## src/rtl/irfe_pkg.sv

```systemverilog
// Shared types and timing helpers for the pulse-distance IR frame encoder.
// Assumes durations are given in microseconds and converted with rounding.
package irfe_pkg;

    typedef enum logic [2:0] {
        ST_IDLE,
        ST_LEAD_MARK,
        ST_LEAD_SPACE,
        ST_BIT_MARK,
        ST_BIT_SPACE,
        ST_STOP_MARK,
        ST_GAP
    } irfe_state_e;

    localparam int unsigned LEAD_MARK_US  = 9000;
    localparam int unsigned LEAD_SPACE_US = 4500;
    localparam int unsigned RPT_SPACE_US  = 2250;
    localparam int unsigned MARK_US       = 560;
    localparam int unsigned BIT0_US       = 1125;
    localparam int unsigned BIT1_US       = 2250;
    localparam int unsigned PERIOD_US     = 108000;

    // Convert a duration in microseconds to the nearest whole number of ticks.
    function automatic int unsigned us_to_ticks(input int unsigned us, input int unsigned tick_hz);
        longint unsigned prod;
        prod = longint'(us) * longint'(tick_hz) + 64'd500000;
        return int'(prod / 64'd1000000);
    endfunction

endpackage

```

## src/rtl/irfe_tick_gen.sv

```systemverilog
// Tick divider: one-cycle tick every DIV clock cycles.
// Assumes restart is pulsed when a frame begins so segments align to ticks.
module irfe_tick_gen #(
    parameter int unsigned DIV = 1000
) (
    input  logic clk,
    input  logic rst_n,
    input  logic restart,
    output logic tick
);

    generate
        if (DIV <= 1) begin : g_every_cycle
            assign tick = 1'b1;
        end else begin : g_divide
            localparam int unsigned W = $clog2(DIV);
            logic [W-1:0] cnt;

            // Count clock cycles within one tick; restart clears the phase.
            always_ff @(posedge clk) begin
                if (!rst_n || restart) begin
                    cnt <= '0;
                end else if (cnt == W'(DIV - 1)) begin
                    cnt <= '0;
                end else begin
                    cnt <= cnt + 1'b1;
                end
            end

            assign tick = (cnt == W'(DIV - 1));
        end
    endgenerate

endmodule

```

## src/rtl/irfe_payload.sv

```systemverilog
// Payload shifter: latches the frame word and presents bits LSB first.
// Assumes load and shift never coincide.
module irfe_payload #(
    parameter int unsigned BYTE_W            = 8,
    parameter bit          SECOND_FROM_INPUT = 1'b1
) (
    input  logic              clk,
    input  logic              rst_n,
    input  logic              load,
    input  logic              shift,
    input  logic [BYTE_W-1:0] cust,
    input  logic [BYTE_W-1:0] cust2,
    input  logic [BYTE_W-1:0] data,
    output logic              cur_bit
);

    localparam int unsigned NBITS = 4 * BYTE_W;

    logic [BYTE_W-1:0] second;
    logic [NBITS-1:0]  word_q;

    generate
        if (SECOND_FROM_INPUT) begin : g_second_in
            assign second = cust2;
        end else begin : g_second_inv
            assign second = ~cust;
        end
    endgenerate

    // Hold the 32-bit frame word and shift it one place per sent bit.
    always_ff @(posedge clk) begin
        if (!rst_n) begin
            word_q <= '0;
        end else if (load) begin
            word_q <= {~data, data, second, cust};
        end else if (shift) begin
            word_q <= word_q >> 1;
        end
    end

    assign cur_bit = word_q[0];

endmodule

```

## src/rtl/irfe_seq.sv

```systemverilog
// Frame sequencer: walks leader, data bits, stop mark and the gap to the
// next 108 ms boundary, and decides at that boundary whether to repeat.
// Assumes PERIOD_T exceeds the longest full frame in ticks.
module irfe_seq
    import irfe_pkg::*;
#(
    parameter int unsigned LEAD_T   = 144,
    parameter int unsigned LSP_T    = 72,
    parameter int unsigned RSP_T    = 36,
    parameter int unsigned MARK_T   = 9,
    parameter int unsigned SP0_T    = 9,
    parameter int unsigned SP1_T    = 27,
    parameter int unsigned PERIOD_T = 1728,
    parameter int unsigned NBITS    = 32
) (
    input  logic clk,
    input  logic rst_n,
    input  logic tick,
    input  logic start,
    input  logic key_held,
    input  logic cur_bit,
    output logic mark,
    output logic busy,
    output logic load,
    output logic shift
);

    localparam int unsigned CW = $clog2(PERIOD_T + 1);
    localparam int unsigned BW = $clog2(NBITS);

    irfe_state_e   state;
    logic [CW-1:0] seg_cnt;
    logic [CW-1:0] period_cnt;
    logic [CW-1:0] seg_len;
    logic [BW-1:0] bit_idx;
    logic          rpt;
    logic          start_ok;
    logic          seg_end;
    logic          boundary;
    logic          timed_seg;

    assign start_ok  = start && (state == ST_IDLE);
    assign timed_seg = (state != ST_IDLE) && (state != ST_GAP);
    assign seg_end   = tick && timed_seg && (seg_cnt == seg_len - 1'b1);
    assign boundary  = tick && (period_cnt == CW'(PERIOD_T - 1));

    // Pick the tick length of the segment now in progress.
    always_comb begin
        case (state)
            ST_LEAD_MARK:  seg_len = CW'(LEAD_T);
            ST_LEAD_SPACE: seg_len = rpt ? CW'(RSP_T) : CW'(LSP_T);
            ST_BIT_MARK:   seg_len = CW'(MARK_T);
            ST_BIT_SPACE:  seg_len = cur_bit ? CW'(SP1_T) : CW'(SP0_T);
            ST_STOP_MARK:  seg_len = CW'(MARK_T);
            default:       seg_len = CW'(PERIOD_T);
        endcase
    end

    // Segment and period tick counters, both cleared when a frame begins.
    always_ff @(posedge clk) begin
        if (!rst_n) begin
            seg_cnt    <= '0;
            period_cnt <= '0;
        end else if (start_ok) begin
            seg_cnt    <= '0;
            period_cnt <= '0;
        end else if (state != ST_IDLE) begin
            if (tick) begin
                period_cnt <= boundary ? '0 : period_cnt + 1'b1;
            end
            if (seg_end || state == ST_GAP) begin
                seg_cnt <= '0;
            end else if (tick) begin
                seg_cnt <= seg_cnt + 1'b1;
            end
        end
    end

    // Frame state machine with the bit index and repeat flag.
    always_ff @(posedge clk) begin
        if (!rst_n) begin
            state   <= ST_IDLE;
            bit_idx <= '0;
            rpt     <= 1'b0;
        end else begin
            case (state)
                ST_IDLE: begin
                    if (start_ok) begin
                        state <= ST_LEAD_MARK;
                        rpt   <= 1'b0;
                    end
                end
                ST_LEAD_MARK: begin
                    if (seg_end) state <= ST_LEAD_SPACE;
                end
                ST_LEAD_SPACE: begin
                    if (seg_end) begin
                        state   <= rpt ? ST_STOP_MARK : ST_BIT_MARK;
                        bit_idx <= '0;
                    end
                end
                ST_BIT_MARK: begin
                    if (seg_end) state <= ST_BIT_SPACE;
                end
                ST_BIT_SPACE: begin
                    if (seg_end) begin
                        bit_idx <= bit_idx + 1'b1;
                        state   <= (bit_idx == BW'(NBITS - 1)) ? ST_STOP_MARK : ST_BIT_MARK;
                    end
                end
                ST_STOP_MARK: begin
                    if (seg_end) state <= ST_GAP;
                end
                ST_GAP: begin
                    if (boundary) begin
                        if (key_held) begin
                            state <= ST_LEAD_MARK;
                            rpt   <= 1'b1;
                        end else begin
                            state <= ST_IDLE;
                        end
                    end
                end
                default: state <= ST_IDLE;
            endcase
        end
    end

    assign mark  = (state == ST_LEAD_MARK) || (state == ST_BIT_MARK) || (state == ST_STOP_MARK);
    assign busy  = (state != ST_IDLE);
    assign load  = start_ok;
    assign shift = seg_end && (state == ST_BIT_SPACE);

endmodule

```

## src/rtl/irfe_encoder.sv

```systemverilog
// Top of the pulse-distance IR frame encoder: tick divider, payload shifter
// and sequencer. Assumes CLK_HZ is an integer multiple of TICK_HZ.
module irfe_encoder
    import irfe_pkg::*;
#(
    parameter int unsigned CLK_HZ            = 16_000_000,
    parameter int unsigned TICK_HZ           = 16_000,
    parameter int unsigned BYTE_W            = 8,
    parameter bit          SECOND_FROM_INPUT = 1'b1
) (
    input  logic              clk,
    input  logic              rst_n,
    input  logic              start_i,
    input  logic              key_held_i,
    input  logic [BYTE_W-1:0] cust_i,
    input  logic [BYTE_W-1:0] cust2_i,
    input  logic [BYTE_W-1:0] data_i,
    output logic              mark_o,
    output logic              busy_o
);

    localparam int unsigned DIV      = CLK_HZ / TICK_HZ;
    localparam int unsigned NBITS    = 4 * BYTE_W;
    localparam int unsigned LEAD_T   = us_to_ticks(LEAD_MARK_US, TICK_HZ);
    localparam int unsigned LSP_T    = us_to_ticks(LEAD_SPACE_US, TICK_HZ);
    localparam int unsigned RSP_T    = us_to_ticks(RPT_SPACE_US, TICK_HZ);
    localparam int unsigned MARK_T   = us_to_ticks(MARK_US, TICK_HZ);
    localparam int unsigned SP0_T    = us_to_ticks(BIT0_US, TICK_HZ) - MARK_T;
    localparam int unsigned SP1_T    = us_to_ticks(BIT1_US, TICK_HZ) - MARK_T;
    localparam int unsigned PERIOD_T = us_to_ticks(PERIOD_US, TICK_HZ);

    logic tick;
    logic load;
    logic shift;
    logic cur_bit;

    irfe_tick_gen #(.DIV(DIV)) u_tick (
        .clk     (clk),
        .rst_n   (rst_n),
        .restart (load),
        .tick    (tick)
    );

    irfe_payload #(
        .BYTE_W            (BYTE_W),
        .SECOND_FROM_INPUT (SECOND_FROM_INPUT)
    ) u_payload (
        .clk     (clk),
        .rst_n   (rst_n),
        .load    (load),
        .shift   (shift),
        .cust    (cust_i),
        .cust2   (cust2_i),
        .data    (data_i),
        .cur_bit (cur_bit)
    );

    irfe_seq #(
        .LEAD_T   (LEAD_T),
        .LSP_T    (LSP_T),
        .RSP_T    (RSP_T),
        .MARK_T   (MARK_T),
        .SP0_T    (SP0_T),
        .SP1_T    (SP1_T),
        .PERIOD_T (PERIOD_T),
        .NBITS    (NBITS)
    ) u_seq (
        .clk      (clk),
        .rst_n    (rst_n),
        .tick     (tick),
        .start    (start_i),
        .key_held (key_held_i),
        .cur_bit  (cur_bit),
        .mark     (mark_o),
        .busy     (busy_o),
        .load     (load),
        .shift    (shift)
    );

endmodule

```

## config.mk

```make
export PLATFORM = sky130hd
export DESIGN_NAME = irfe_encoder
export DESIGN_NICKNAME = d
export VERILOG_FILES = /design/src/rtl/irfe_pkg.sv /design/src/rtl/irfe_tick_gen.sv /design/src/rtl/irfe_payload.sv /design/src/rtl/irfe_seq.sv /design/src/rtl/irfe_encoder.sv
export SDC_FILE = /design/constraint.sdc
export NUM_CORES = 1
export LEC_CHECK = 0
export BUFFER_PORTS_ARGS = -buffer_cell sky130_fd_sc_hd__buf_4
export CAP_MARGIN = 20
export CORE_ASPECT_RATIO = 1.1
export CORE_MARGIN = 3
export CORE_UTILIZATION = 40
export CTS_BUF_LIST = sky130_fd_sc_hd__clkbuf_8
export CTS_CLUSTER_SIZE = 16
export DETAILED_ROUTE_END_ITERATION = 8
export GPL_ROUTABILITY_DRIVEN = 0
export HOLD_SLACK_MARGIN = 0.02
export PLACE_DENSITY_LB_ADDON = 0.25
export SKIP_CTS_REPAIR_TIMING = 1
export SYNTH_ARGS = -nofsm -noshare
export SYNTH_HDL_FRONTEND = slang
export SYNTH_SLANG_ARGS = --single-unit
```

## constraint.sdc

```tcl
create_clock -name clk -period 4.1 [get_ports clk]
set_input_delay 0.615 -clock clk [delete_from_list [all_inputs] [get_ports clk]]
set_output_delay 0.615 -clock clk [all_outputs]
set_load 0.005 [all_outputs]
```

Word-level counts from Yosys, hierarchy flattened

Cells that the tools add are included.

Logic and storage cells: 84
Bits in registers: 73

Multiplexer cells: 26
$add $sub $neg: 5
Equality and inequality tests: 19
Bitwise gates (word level): 2
Reductions and logical operators: 25

Operator list:

| operator                                            | count |
|---|---|
| 2-to-1 mux 32 bit                                   | 2 |
| case mux 11 bit (4 select lines)                    | 1 |
| 2-to-1 mux 11 bit                                   | 3 |
| 2-to-1 mux 3 bit                                    | 9 |
| adder 11 x 1 -> 11 bit, second input constant       | 2 |
| case mux 3 bit (7 select lines)                     | 1 |
| 2-to-1 mux 5 bit                                    | 3 |
| != test 2 x 1 -> 1 bit, second input constant       | 6 |
| equality test 11 bit                                | 1 |
| equality test 11 bit, second input constant         | 1 |
| subtractor 11 x 1 -> 11 bit, second input constant  | 1 |
| adder 10 x 1 -> 10 bit, second input constant       | 1 |
| equality test 10 bit, second input constant         | 1 |
| case mux 5 bit (2 select lines)                     | 1 |
| equality test 3 bit, second input constant          | 3 |
| inverter 8 bit                                      | 1 |
| nonzero test 2 bit                                  | 4 |
| 2-to-1 mux 7 bit                                    | 1 |
| AND reduction 7 bit                                 | 1 |
| equality test 3 x 2 -> 1 bit, second input constant | 2 |
| logical AND 1 bit                                   | 6 |
| OR reduction 2 bit                                  | 3 |
| adder 5 x 1 -> 5 bit, second input constant         | 1 |
| equality test 5 bit, second input constant          | 1 |
| 13 further kinds                                    | 21 |

Logic depth before layout (Yosys ltp)

Gate-level depths: netlist (run 1).

Depth in word-level cells: 9
Gate-level depth with buffers: 16

By module

From an unflattened synthesis (run 1), not the netlist that was laid out.

Cells, all modules: 445
Area total of the unflattened synthesis: 4120.2 um2

By module, submodules not included:

| module        | seq. area each (um2) | times used | area an instance (um2) | cells each |
|---|---|---|---|---|
| irfe_seq      | 620.6                | 1          | 1999.4                 | 254 |
| irfe_payload  | 640.6                | 1          | 1665.3                 | 140 |
| irfe_tick_gen | 200.2                | 1          | 455.4                  | 51 |

Worst setup path before layout (run 1)

OpenSTA, ideal clock, no wires.

Path type: reg2reg
From: register u_seq.state[2]
To: register u_seq.bit_idx[3]
Cell stages (with the launch flop): 16
Buffers on the path: 6
Slack: 0.593 ns
Data required time: 3.968 ns
Arrival time: 3.375 ns
Cells stage by stage: dfxtp_1 buf_2 clkbuf_1 and2_1 clkbuf_1 clkbuf_1 nand2_1 ha_1 xnor2_1 or3_1 a2111oi_4 nand4_2 buf_6 buf_2 o31ai_1 a21oi_1

Longest elaborated chain between the ends: 8
Elaborated cells on any way between the ends: 19

Ends and longest elaborated chain:

| element                                                             | line            | source |
|---|---|---|
| start, declared                                                     | irfe_seq.sv:31  | `irfe_state_e state;` |
| start signal, assigned                                              | irfe_seq.sv:98  | `state <= rpt ? ST_STOP_MARK : ST_BIT_MARK;` |
| start signal, assigned                                              | irfe_seq.sv:108 | `state <= (bit_idx == BW'(NBITS - 1)) ? ST_STOP_MARK : ST_BIT_MARK;` |
| equality test 3 bit or equality test 3 x 2 -> 1 bit (tied branches) | irfe_seq.sv:49  | `case (state)` |
| OR reduction 2 bit (no line)                                        | -               |  |
| case mux 11 bit (4 select lines)                                    | irfe_seq.sv:49  |  |
| subtractor 11 x 1 -> 11 bit                                         | irfe_seq.sv:44  | `assign seg_end = tick && timed_seg && (seg_cnt == seg_len - 1'b1);` |
| equality test 11 bit                                                | irfe_seq.sv:44  |  |
| logical AND 1 bit                                                   | irfe_seq.sv:44  |  |
| != test 2 x 1 -> 1 bit (no line)                                    | -               |  |
| AND reduction 3 bit (no line)                                       | -               |  |
| end signal, assigned                                                | irfe_seq.sv:107 | `bit_idx <= bit_idx + 1'b1;` |
| end, declared                                                       | irfe_seq.sv:35  | `logic [BW-1:0] bit_idx;` |

Several ways; a longest one is shown, not always the timed one.
A chain may end at the register's enable or synchronous reset.

Worst setup path in the final report (run 1)

From: register u_seq.state[1]
To: register u_seq.state[1]

Longest elaborated chain between the ends: 8
Elaborated cells on any way between the ends: 26

Ends and longest elaborated chain:

| element                                                             | line |
|---|---|
| equality test 3 bit or equality test 3 x 2 -> 1 bit (tied branches) | irfe_seq.sv:49, irfe_seq.sv:86 |
| OR reduction 2 bit (no line)                                        | - |
| case mux 11 bit (4 select lines)                                    | irfe_seq.sv:49 |
| subtractor 11 x 1 -> 11 bit                                         | irfe_seq.sv:44 |
| equality test 11 bit                                                | irfe_seq.sv:44 |
| logical AND 1 bit                                                   | irfe_seq.sv:44 |
| != test 2 x 1 -> 1 bit (no line)                                    | - |
| AND reduction 7 bit (no line)                                       | - |

Several ways; a longest one is shown, not always the timed one.

==> results of run 1 <==
==> power breakdown <==
group,total (uW),switching (uW),internal [uW]
clock network,603,287,316
logic,107,60.0,47.1
registers,746,13.3,732
==> cells in the final DEF (no fill, tap or decap), types with 4 or more instances in the layout <==
| cell type | netlist | layout |
|---|---|---|
| nor2_1 | 39 | 39 |
| dfxtp_1 | 73 | 73 |
| and2_1 | 5 | 5 |
| xor2_1 | 12 | 12 |
| nor3_1 | 7 | 7 |
| or3_1 | 7 | 7 |
| nand3_1 | 45 | 45 |
| a31oi_1 | 34 | 34 |
| nor2b_1 | 5 | 5 |
| and3_1 | 10 | 10 |
| buf_4 | 0 | 36 |
| a21oi_1 | 17 | 17 |
| clkbuf_8 | 0 | 11 |
| o211ai_1 | 18 | 18 |
| nand2_1 | 51 | 51 |
| inv_1 | 8 | 8 |
| xnor2_1 | 16 | 16 |
| nor3b_1 | 4 | 4 |
| ha_1 | 6 | 6 |
| o21ai_0 | 18 | 18 |
| o21ai_1 | 11 | 11 |
==> registers in the layout, indices dropped and copies added (netlist names) <==
signal	flops
u_payload.word_q	32
u_seq.bit_idx	5
u_seq.period_cnt	11
u_seq.rpt	1
u_seq.seg_cnt	11
u_seq.state	3
u_tick.g_divide.cnt	10
==> cell families after synthesis <==
kind of cell             share of synthesized area (%)
AND/OR/NAND/NOR                                  25.44
multiplexers                                    0.5699
buffers and inverters                            5.431
XOR/XNOR                                         6.570
flip-flops                                       39.16
AO/OA/AOI/OAI                                    20.82
adder cells (fa/ha/maj)                          2.011
==> critical path, delay by kind of cell (launching register included) <==
| family | cells | cell delay [ns] |
|---|---|---|
| AND/OR/NAND/NOR | 3 | 0.97 |
| flip-flops | 1 | 0.66 |
| AO/OA/AOI/OAI | 3 | 0.56 |
| buffers and inverters | 1 | 0.38 |
| adder cells (fa/ha/maj) | 1 | 0.32 |
| multiplexers | 1 | 0.25 |
| XOR/XNOR | 1 | 0.12 |
==> through the flow <==
stage	setup WS [ns]	area, um^2
2_1_floorplan	0.5928	3732
3_3_place_gp	0.8169	3979
3_5_place_dp	0.7578	3979
4_1_cts	0.7280	4192
5_1_grt	0.3834	4219
6_report	0.6937	4219
==> area by class of cell <==
class | count | share of cell area [%]
inverters | 8 | 0.7117
clock buffers | 11 | 3.588
clock inverters | 5 | 1.453
flip-flops and latches | 73 | 34.64
well taps | 114 | 3.381
repair buffers | 37 | 7.058
multi-input cells | 348 | 49.17
==> routing by layer <==
layer	share of wire (%)	GRT usage [%]	wire, um
met1	49	21.78	4196
met2	46	27.33	3914
met3	4.0	3.629	343
met4	1.5	6.627	127
met5	0	0	0
==> final timing paths <==
| path | from | endpoint | cells after the start |
|---|---|---|---|
| setup / recovery | u_seq.state[1] | u_seq.state[1] | 10 |
| hold reg to reg | u_tick.g_divide.cnt[0] | u_tick.g_divide.cnt[0] | 1 |
| setup reg to reg | u_seq.state[1] | u_seq.state[1] | 10 |
| hold / removal | u_tick.g_divide.cnt[0] | u_tick.g_divide.cnt[0] | 1 |
==> flow_metrics.py, run 1 <==
metrics = {
    "run_status": {
        "status": "completed",
    },
    "floorplan": {
        "ioPinCount": 30,
        "core_um2": 8964,
        "dieArea_um2": 10530,
        "fp.dieH_um": 107.3,
        "rows": 36,
        "die_x_um": 98.10,
        "start_util_pct": 41.64,
    },
    "final_layout": {
        "diodes": 0,
        "syn_to_final_growth_pct": 13.04,
        "final_layout_size_suffix_gt1_share_pct": 12.03,
        "utilization_pct": 47.07,
        "register_area_um2": 1461,
        "multi_input_area_um2": 2074,
        "fin_nets": 511,
        "nFillCells": 899,
        "stdcell_count": 596,
    },
    "global_route": {
        "grt_pass1_wl_um": 14900,
        "grt_usage_pct": 16.81,
        "globalRoute.totalOverflow": 0,
        "antenna_found_initial": 0,
        "grt_max_degree": 40,
        "grt_pass1_vias": 3231,
    },
    "worst_setup_path": {
        "crit_chain": "nor2b_1 -> a21oi_1 -> ha_1 -> xnor2_1 -> or3_1 -> a2111oi_4 -> and4_1 -> buf_4 -> mux2i_1 -> a21oi_1",
        "slowest_delay_ns": 0.66,
        "regToRegSetupSlack_ns": 0.69,
        "cp.arrival_ns": 3.61,
        "crit_slowest_cell": "dfxtp_1",
        "cp_max_fo": 38,
        "worstPathRequired_ns": 4.31,
        "setup.worst_path.start_class": "flip-flop",
        "crit_top_cell": "a21oi_1",
        "path_class": "flip-flop to flip-flop",
        "worstSetupEndpointType": "flip-flop",
    },
    "clock_network": {
        "clk_pin_slew_ns": 0.08,
        "cts_tree": "yes",
        "cts_buffer_depth": 2,
        "clk_latency_ns": 0.36,
        "clock_sinks": 73,
        "cts_buffers": 9,
        "htreeDepth": 3,
        "cts_root_buf": "clkbuf_8",
    },
    "route": {
        "via_count": 3335,
        "dr.pass1.iters": 4,
        "wl_um": 8581,
        "wl_per_cell_um": 14.40,
        "drc": 0,
        "first_iter_violations": 149,
        "detail-route-antenna-nets": 0,
        "via_per_inst": 5.596,
    },
    "timing": {
        "skew_ns": 0.02061,
        "worst_pin_slew_ns": 0.9098,
        "setup_violations": 0,
        "rsz0062_at_grt": "no",
        "tns_ns": 0,
        "holdWs_ns": 0.4721,
        "max_freq_mhz": 293.6,
        "slew_violations": 0,
        "hold_viol": 0,
        "fin_crit_sh_pct": 83.08,
        "fin_crit_ns": 3.406,
        "slew_headroom_pct": 39.35,
    },
    "power": {
        "vdd_ir_drop_max_uv": 154.3,
        "p_leak_uw": 0.001443,
        "p_total_uw": 1456,
        "power_per_cell_area_nw_per_um2": 345.1,
    },
    "placement": {
        "placedCellCount": 579,
        "dp_hpwl_um": 5368,
        "io_buffer_count": 29,
    },
    "synth": {
        "synth_common_cells": "dfxtp_1 (73), nand2_1 (51), nand3_1 (45)",
        "ys_ff_latch": 73,
        "ys.flop_type": "dfxtp_1",
        "avgSynthCellArea_um2": 8.027,
        "ys_seq_area_share_pct": 39.16,
        "synth-edff-count": 0,
        "syn_area_um2": 3732,
        "synth_top_area_cell": "dfxtp_1",
        "synth_top_area_share_pct": 39.16,
        "synthesis.nets": 499,
        "synthArstFlopShare_pct": 0,
        "synth.distinct_cells": 53,
        "synth_cells": 465,
        "synth_area_leaders": "dfxtp_1 (39%), nand3_1 (6.0%), a31oi_1 (5.7%)",
        "yosysWarningCount": 0,
        "synth.most_common_cell": "dfxtp_1",
    },
    "flow_run": {
        "max-cap-violations": 0,
    },
    "hold_path": {
        "hp-class": "flip-flop to flip-flop",
    },
}
Note: power is estimated with default switching activity, not from simulation.
==> run 2: changes to the inputs <==
==> constraint.sdc (replaced) <==
create_clock -name clk -period 2.8 [get_ports clk]
set_input_delay 0.42 -clock clk [delete_from_list [all_inputs] [get_ports clk]]
set_output_delay 0.42 -clock clk [all_outputs]
set_load 0.005 [all_outputs]
==> flow_metrics.py, run 2 (synthesized netlist as in run 1, its figures left out) <==
metrics = {
    "final_layout": {
        "diodes": 0,
        "final_cell_mix": "dfxtp_1 (71), buf_4 (51), nand2_1 (50)",
        "fin_area_um2": 4459,
        "final_common_cell": "dfxtp_1",
        "largest_reg_flops": 32,
        "largestRegisters": "u_payload.word_q x32, u_seq.period_cnt x11, u_seq.seg_cnt x11",
        "fin_nets": 530,
        "final_layout_size_suffix_gt1_share_pct": 19.56,
        "syn_to_final_growth_pct": 19.48,
        "top_register": "u_payload.word_q",
    },
    "worst_setup_path": {
        "path_buf_inv": 1,
        "worstPathRequired_ns": 3.00,
        "crit_slowest_cell": "a2111oi_4",
        "worstSetupEndpointType": "flip-flop",
        "crit_chain": "nor2b_2 -> a21oi_2 -> ha_4 -> xnor2_1 -> or3_4 -> a2111oi_4 -> and4_4 -> buf_6 -> mux2i_2 -> a21oi_1",
        "cp.arrival_ns": 2.89,
        "path_class": "flip-flop to flip-flop",
        "slowest_delay_ns": 0.40,
        "setup.worst_path.start_class": "flip-flop",
        "cp_top_family": "simple AND/OR/NAND/NOR gates",
        "cp_max_fo": 5,
    },
    "global_route": {
        "globalRoute.totalOverflow": 0,
        "grt_usage_pct": 17.29,
        "grt_pass1_vias": 3240,
        "antenna_found_initial": 0,
        "grt_pass1_wl_um": 15070,
        "grt_max_degree": 41,
    },
    "route": {
        "wl_um": 8947,
        "wl_per_cell_um": 14.55,
        "detail-route-antenna-nets": 0,
        "dr.pass1.iters": 6,
        "first_iter_violations": 163,
        "via_per_inst": 5.605,
        "via_count": 3447,
        "drc": 0,
    },
    "clock_network": {
        "clock_sinks": 73,
        "clk_latency_ns": 0.35,
        "cts_tree": "yes",
        "cts_buffers": 9,
        "cts_buffer_depth": 2,
        "cts_root_buf": "clkbuf_8",
        "htreeDepth": 3,
        "clk_pin_slew_ns": 0.08,
    },
    "run_status": {
        "status": "completed",
    },
    "placement": {
        "placed_cell_area_um2": 4199,
        "io_buffer_count": 29,
        "dp_hpwl_um": 5831,
    },
    "power": {
        "internal_power_uw": 1470,
        "power_per_cell_area_nw_per_um2": 448.7,
        "vdd_ir_drop_max_uv": 280.9,
        "power_frac_comb_pct": 8.5,
        "switchingPower_uw": 531.0,
        "swShare_pct": 26.54,
        "clkPwrFrac_pct": 36.9,
        "p_leak_uw": 0.001546,
        "seqPwrFrac_pct": 54.6,
    },
    "timing": {
        "setup_violations": 0,
        "fin_crit_sh_pct": 95.84,
        "worst_pin_slew_ns": 0.8271,
        "tns_ns": 0,
        "hold_viol": 0,
        "slew_headroom_pct": 44.80,
        "holdWs_ns": 0.3137,
        "fin_crit_ns": 2.684,
        "slew_violations": 0,
        "rsz0062_at_grt": "no",
        "max_freq_mhz": 372.6,
        "skew_ns": 0.009036,
    },
    "flow_run": {
        "max-cap-violations": 0,
    },
    "floorplan": {
        "core_um2": 8964,
        "rows": 36,
        "start_util_pct": 41.64,
        "dieArea_um2": 10530,
        "die_x_um": 98.10,
        "fp.dieH_um": 107.3,
        "ioPinCount": 30,
    },
    "hold_path": {
        "hp-class": "input pin to flip-flop",
    },
}
## run 2: cell types whose count changed in the layout (fill, tap and decap cells not counted), moves of 2 or more
cell      previous run  this run
nor2b_1              5         3
nand3_1             45        39
nand3_2              0         6
buf_4               36        51
dfxtp_1             73        71
nor2b_2              0         2
buf_12               0         3
a21oi_1             17        15
a21oi_2              0         2
clkbuf_8            11         9
buf_6                0         2
## run 2: worst paths after layout
check / start / end / slack (ns) / depth (start not counted)
max: u_seq.state[1] / u_seq.state[1] / 0.12 / 10
min: data_i[3] / u_payload.word_q[27] / 0.31 / 4
max reg2reg: u_seq.state[1] / u_seq.state[1] / 0.12 / 10
min reg2reg: u_tick.g_divide.cnt[0] / u_tick.g_divide.cnt[0] / 0.47 / 1
## run 2: area by class of cell
| cell class | instances | area (um^2) |
|---|---|---|
| Fill cell | 871 | 4504 |
| Multi-Input combinational cell | 348 | 2183 |
| Sequential cell | 73 | 1466 |
| Timing Repair Buffer | 56 | 465.4 |
| Tap cell | 114 | 142.6 |
| Clock buffer | 9 | 123.9 |
| Clock inverter | 7 | 47.55 |
| Inverter | 8 | 30.03 |
## run 2: power by group through the flow
stage	combinational, uW	sequential (uW)	clock, uW
final	170	1090	738
after global routing	190	1100	802
after CTS	166	1090	759
after detailed placement	166	1120	0
after global placement	163	1120	0
after floorplan	103	1110	0
## run 2: worst register-to-register path, cell delays in order (launching register included)
cell and delay (ns):
dfxtp_4 0.37, nor2b_2 0.17, a21oi_2 0.16, ha_4 0.22
xnor2_1 0.12, or3_4 0.37, a2111oi_4 0.40, and4_4 0.35
buf_6 0.12, mux2i_2 0.19, a21oi_1 0.08
## run 2: stage by stage
step | std cells | total power (uW) | util, % | setup slack, ns
after floorplan | 465 | 1215 | - | -0.2672
after global placement | 597 | 1280 | 46.85 | -0.01520
after detailed placement | 597 | 1283 | 46.85 | -0.09011
after CTS | 613 | 2019 | 48.76 | -0.1129
after global routing | 615 | 2088 | 49.75 | 0.003166
final | 615 | 2001 | 49.75 | 0.1164
## run 2: layer usage
layer	vias up	wire length [um]	track usage, %
li1	1741	-	-
met1	1625	4100	21.88
met2	73	4347	29.13
met3	8	381	3.953
met4	0	118	5.638
met5	-	0	0
==> run 3: changes to the inputs <==
--- a/config.mk
+++ b/config.mk
@@ -6,10 +6,10 @@
 export NUM_CORES = 1
 export LEC_CHECK = 0
 export BUFFER_PORTS_ARGS = -buffer_cell sky130_fd_sc_hd__buf_4
-export CAP_MARGIN = 20
+export CAP_MARGIN = 10
 export CORE_ASPECT_RATIO = 1.1
 export CORE_MARGIN = 3
-export CORE_UTILIZATION = 40
+export CORE_UTILIZATION = 55
 export CTS_BUF_LIST = sky130_fd_sc_hd__clkbuf_8
 export CTS_CLUSTER_SIZE = 16
 export DETAILED_ROUTE_END_ITERATION = 8
==> flow_metrics.py, run 3 (synthesized netlist as in run 1, its figures left out) <==
metrics = {
    "run_status": {
        "status": "complete, but fails checks",
        "violations": "negative setup slack",
    },
    "final_layout": {
        "nFillCells": 523,
        "largestRegisters": "u_payload.word_q x32, u_seq.period_cnt x11, u_seq.seg_cnt x11",
        "fin_nets": 538,
        "syn_to_final_growth_pct": 23.06,
        "utilization_pct": 71.98,
        "top_register": "u_payload.word_q",
        "register_area_um2": 1474,
        "final_common_cell": "dfxtp_1",
        "final_cell_mix": "dfxtp_1 (69), buf_4 (55), nand2_1 (50)",
        "multi_input_area_um2": 2222,
        "stdcell_count": 589,
        "final_layout_size_suffix_gt1_share_pct": 22.00,
        "largest_reg_flops": 32,
        "diodes": 0,
    },
    "worst_setup_path": {
        "reg2reg_to": "u_payload.word_q[13]",
        "worstPathRequired_ns": 2.99,
        "worstSetupEndpointType": "flip-flop",
        "regToRegSetupSlack_ns": -0.01,
        "cp.arrival_ns": 3.00,
        "cp_max_fo": 8,
        "setup.worst_path.start_class": "flip-flop",
        "r2r_start": "u_seq.state[1]",
        "path_class": "flip-flop to flip-flop",
        "reg2regPathDepth": 11,
    },
    "route": {
        "drc": 0,
        "dr.pass1.iters": 5,
        "via_per_inst": 6.075,
        "first_iter_violations": 208,
        "detail-route-antenna-nets": 0,
        "wl_um": 9444,
        "wl_per_cell_um": 16.03,
        "via_count": 3578,
    },
    "timing": {
        "max_freq_mhz": 355.3,
        "fin_crit_ns": 2.814,
        "hold_viol": 0,
        "skew_ns": 0.01076,
        "setup_violations": 1,
        "fin_crit_sh_pct": 100.5,
        "setup_ws_ns": -0.01422,
        "slew_headroom_pct": 45.68,
        "slew_violations": 0,
        "worst_pin_slew_ns": 0.8138,
        "rsz0062_at_grt": "yes",
    },
    "floorplan": {
        "core_um2": 6381,
        "dieArea_um2": 7812,
        "die_x_um": 84.55,
        "rows": 30,
        "start_util_pct": 58.49,
        "ioPinCount": 30,
        "fp.dieH_um": 92.40,
    },
    "flow_run": {
        "max-cap-violations": 0,
    },
    "clock_network": {
        "cts_tree": "yes",
        "cts_buffers": 9,
        "htreeDepth": 3,
        "clk_latency_ns": 0.35,
        "cts_buffer_depth": 2,
        "cts_root_buf": "clkbuf_8",
        "clk_pin_slew_ns": 0.08,
        "clock_sinks": 73,
    },
    "power": {
        "power_per_cell_area_nw_per_um2": 459.4,
        "p_leak_uw": 0.001634,
        "vdd_ir_drop_max_uv": 277.9,
    },
    "global_route": {
        "grt_max_degree": 41,
        "globalRoute.totalOverflow": 0,
        "top_usage_layer": "met2",
        "grt_pass1_vias": 3372,
        "grt_use_met1_pct": 29.51,
        "gr-usage-met2_pct": 37.08,
        "grtUsageMet3_pct": 4.982,
        "antenna_found_initial": 0,
        "grt_usage_pct": 23.32,
        "grt_pass1_wl_um": 15100,
    },
    "hold_path": {
        "whs_endpoint": "u_payload.word_q[28]",
        "hold_depth": 4,
        "hp-class": "input pin to flip-flop",
        "min_from": "data_i[4]",
    },
    "placement": {
        "post-place-ws_ns": -0.1302,
        "io_buffer_count": 29,
        "dp_hpwl_um": 5916,
        "placedCellCount": 564,
    },
}
## run 3: cell count changes in the layout (fill, tap and decap cells not counted), moves of 2 or more
| cell | change |
|---|---|
| nor2b_2 | -2 |
| clkinvlp_4 | -2 |
| clkinv_4 | +2 |
| dfxtp_4 | +2 |
| buf_4 | +4 |
| nor2b_4 | +2 |
| clkbuf_16 | +2 |
| dfxtp_1 | -2 |
## run 3: worst max-delay path: stages (launching register included)
cell,delay [ns]
dfxtp_4,0.40
nor2b_4,0.20
a21oi_4,0.08
ha_4,0.24
xnor2_1,0.12
or3_4,0.34
a2111oi_4,0.34
buf_4,0.19
nand4_4,0.21
buf_12,0.22
o211ai_1,0.19
a31oi_1,0.12
## run 3: layer usage
layer  routed length, um  vias to the layer above
li1                    -                     1749
met3                 466                       30
met1                4054                     1680
met4                 343                        0
met5                   0                        -
met2                4580                      119
## run 3: stage by stage
stage / hold slack [ns] / TNS, ns / area [um^2] / total power, uW
global placement: 0.4473 / -0.002318 / 4151 / 1278
global route: 0.3127 / -1.001 / 4593 / 2193
floorplan: 0.4302 / -10.28 / 3874 / 1215
CTS: 0.3057 / -1.785 / 4357 / 2114
finish: 0.3226 / -0.01422 / 4593 / 2110
detailed placement: 0.4584 / -1.050 / 4151 / 1284
## run 3: worst max-delay path by stage
stage                    from                   end  slack (ns)  depth (start not counted)
4_1_cts        u_seq.state[1]        u_seq.state[1]       -0.19                         10
3_3_place_gp   u_seq.state[1]        u_seq.state[1]      -0.002                         10
6_report       u_seq.state[1]  u_payload.word_q[13]       -0.01                         11
5_1_grt        u_seq.state[1]      u_seq.bit_idx[3]       -0.07                         10
2_1_floorplan  u_seq.state[1]      u_seq.bit_idx[3]       -0.27                         16
3_5_place_dp   u_seq.state[1]        u_seq.state[1]       -0.13                         10
## run 3: power breakdown
| group | switching [uW] | internal (uW) | total, uW | leakage, uW |
|---|---|---|---|---|
| Sequential | 23.3 | 1070 | 1090 | 0.000597 |
| Combinational | 94.4 | 82.9 | 177 | 0.000938 |
| Clock | 402 | 437 | 839 | 0.0000985 |
## run 3: area by class of cell
class                      count  share of cell area (%)
inverter                       8                  0.6538
tap                           80                   2.179
clock buffer                  10                   2.996
timing repair buffer          64                   12.23
clock inverter                 6                   1.471
multi-input combinational    348                   48.38
sequential                    73                   32.09
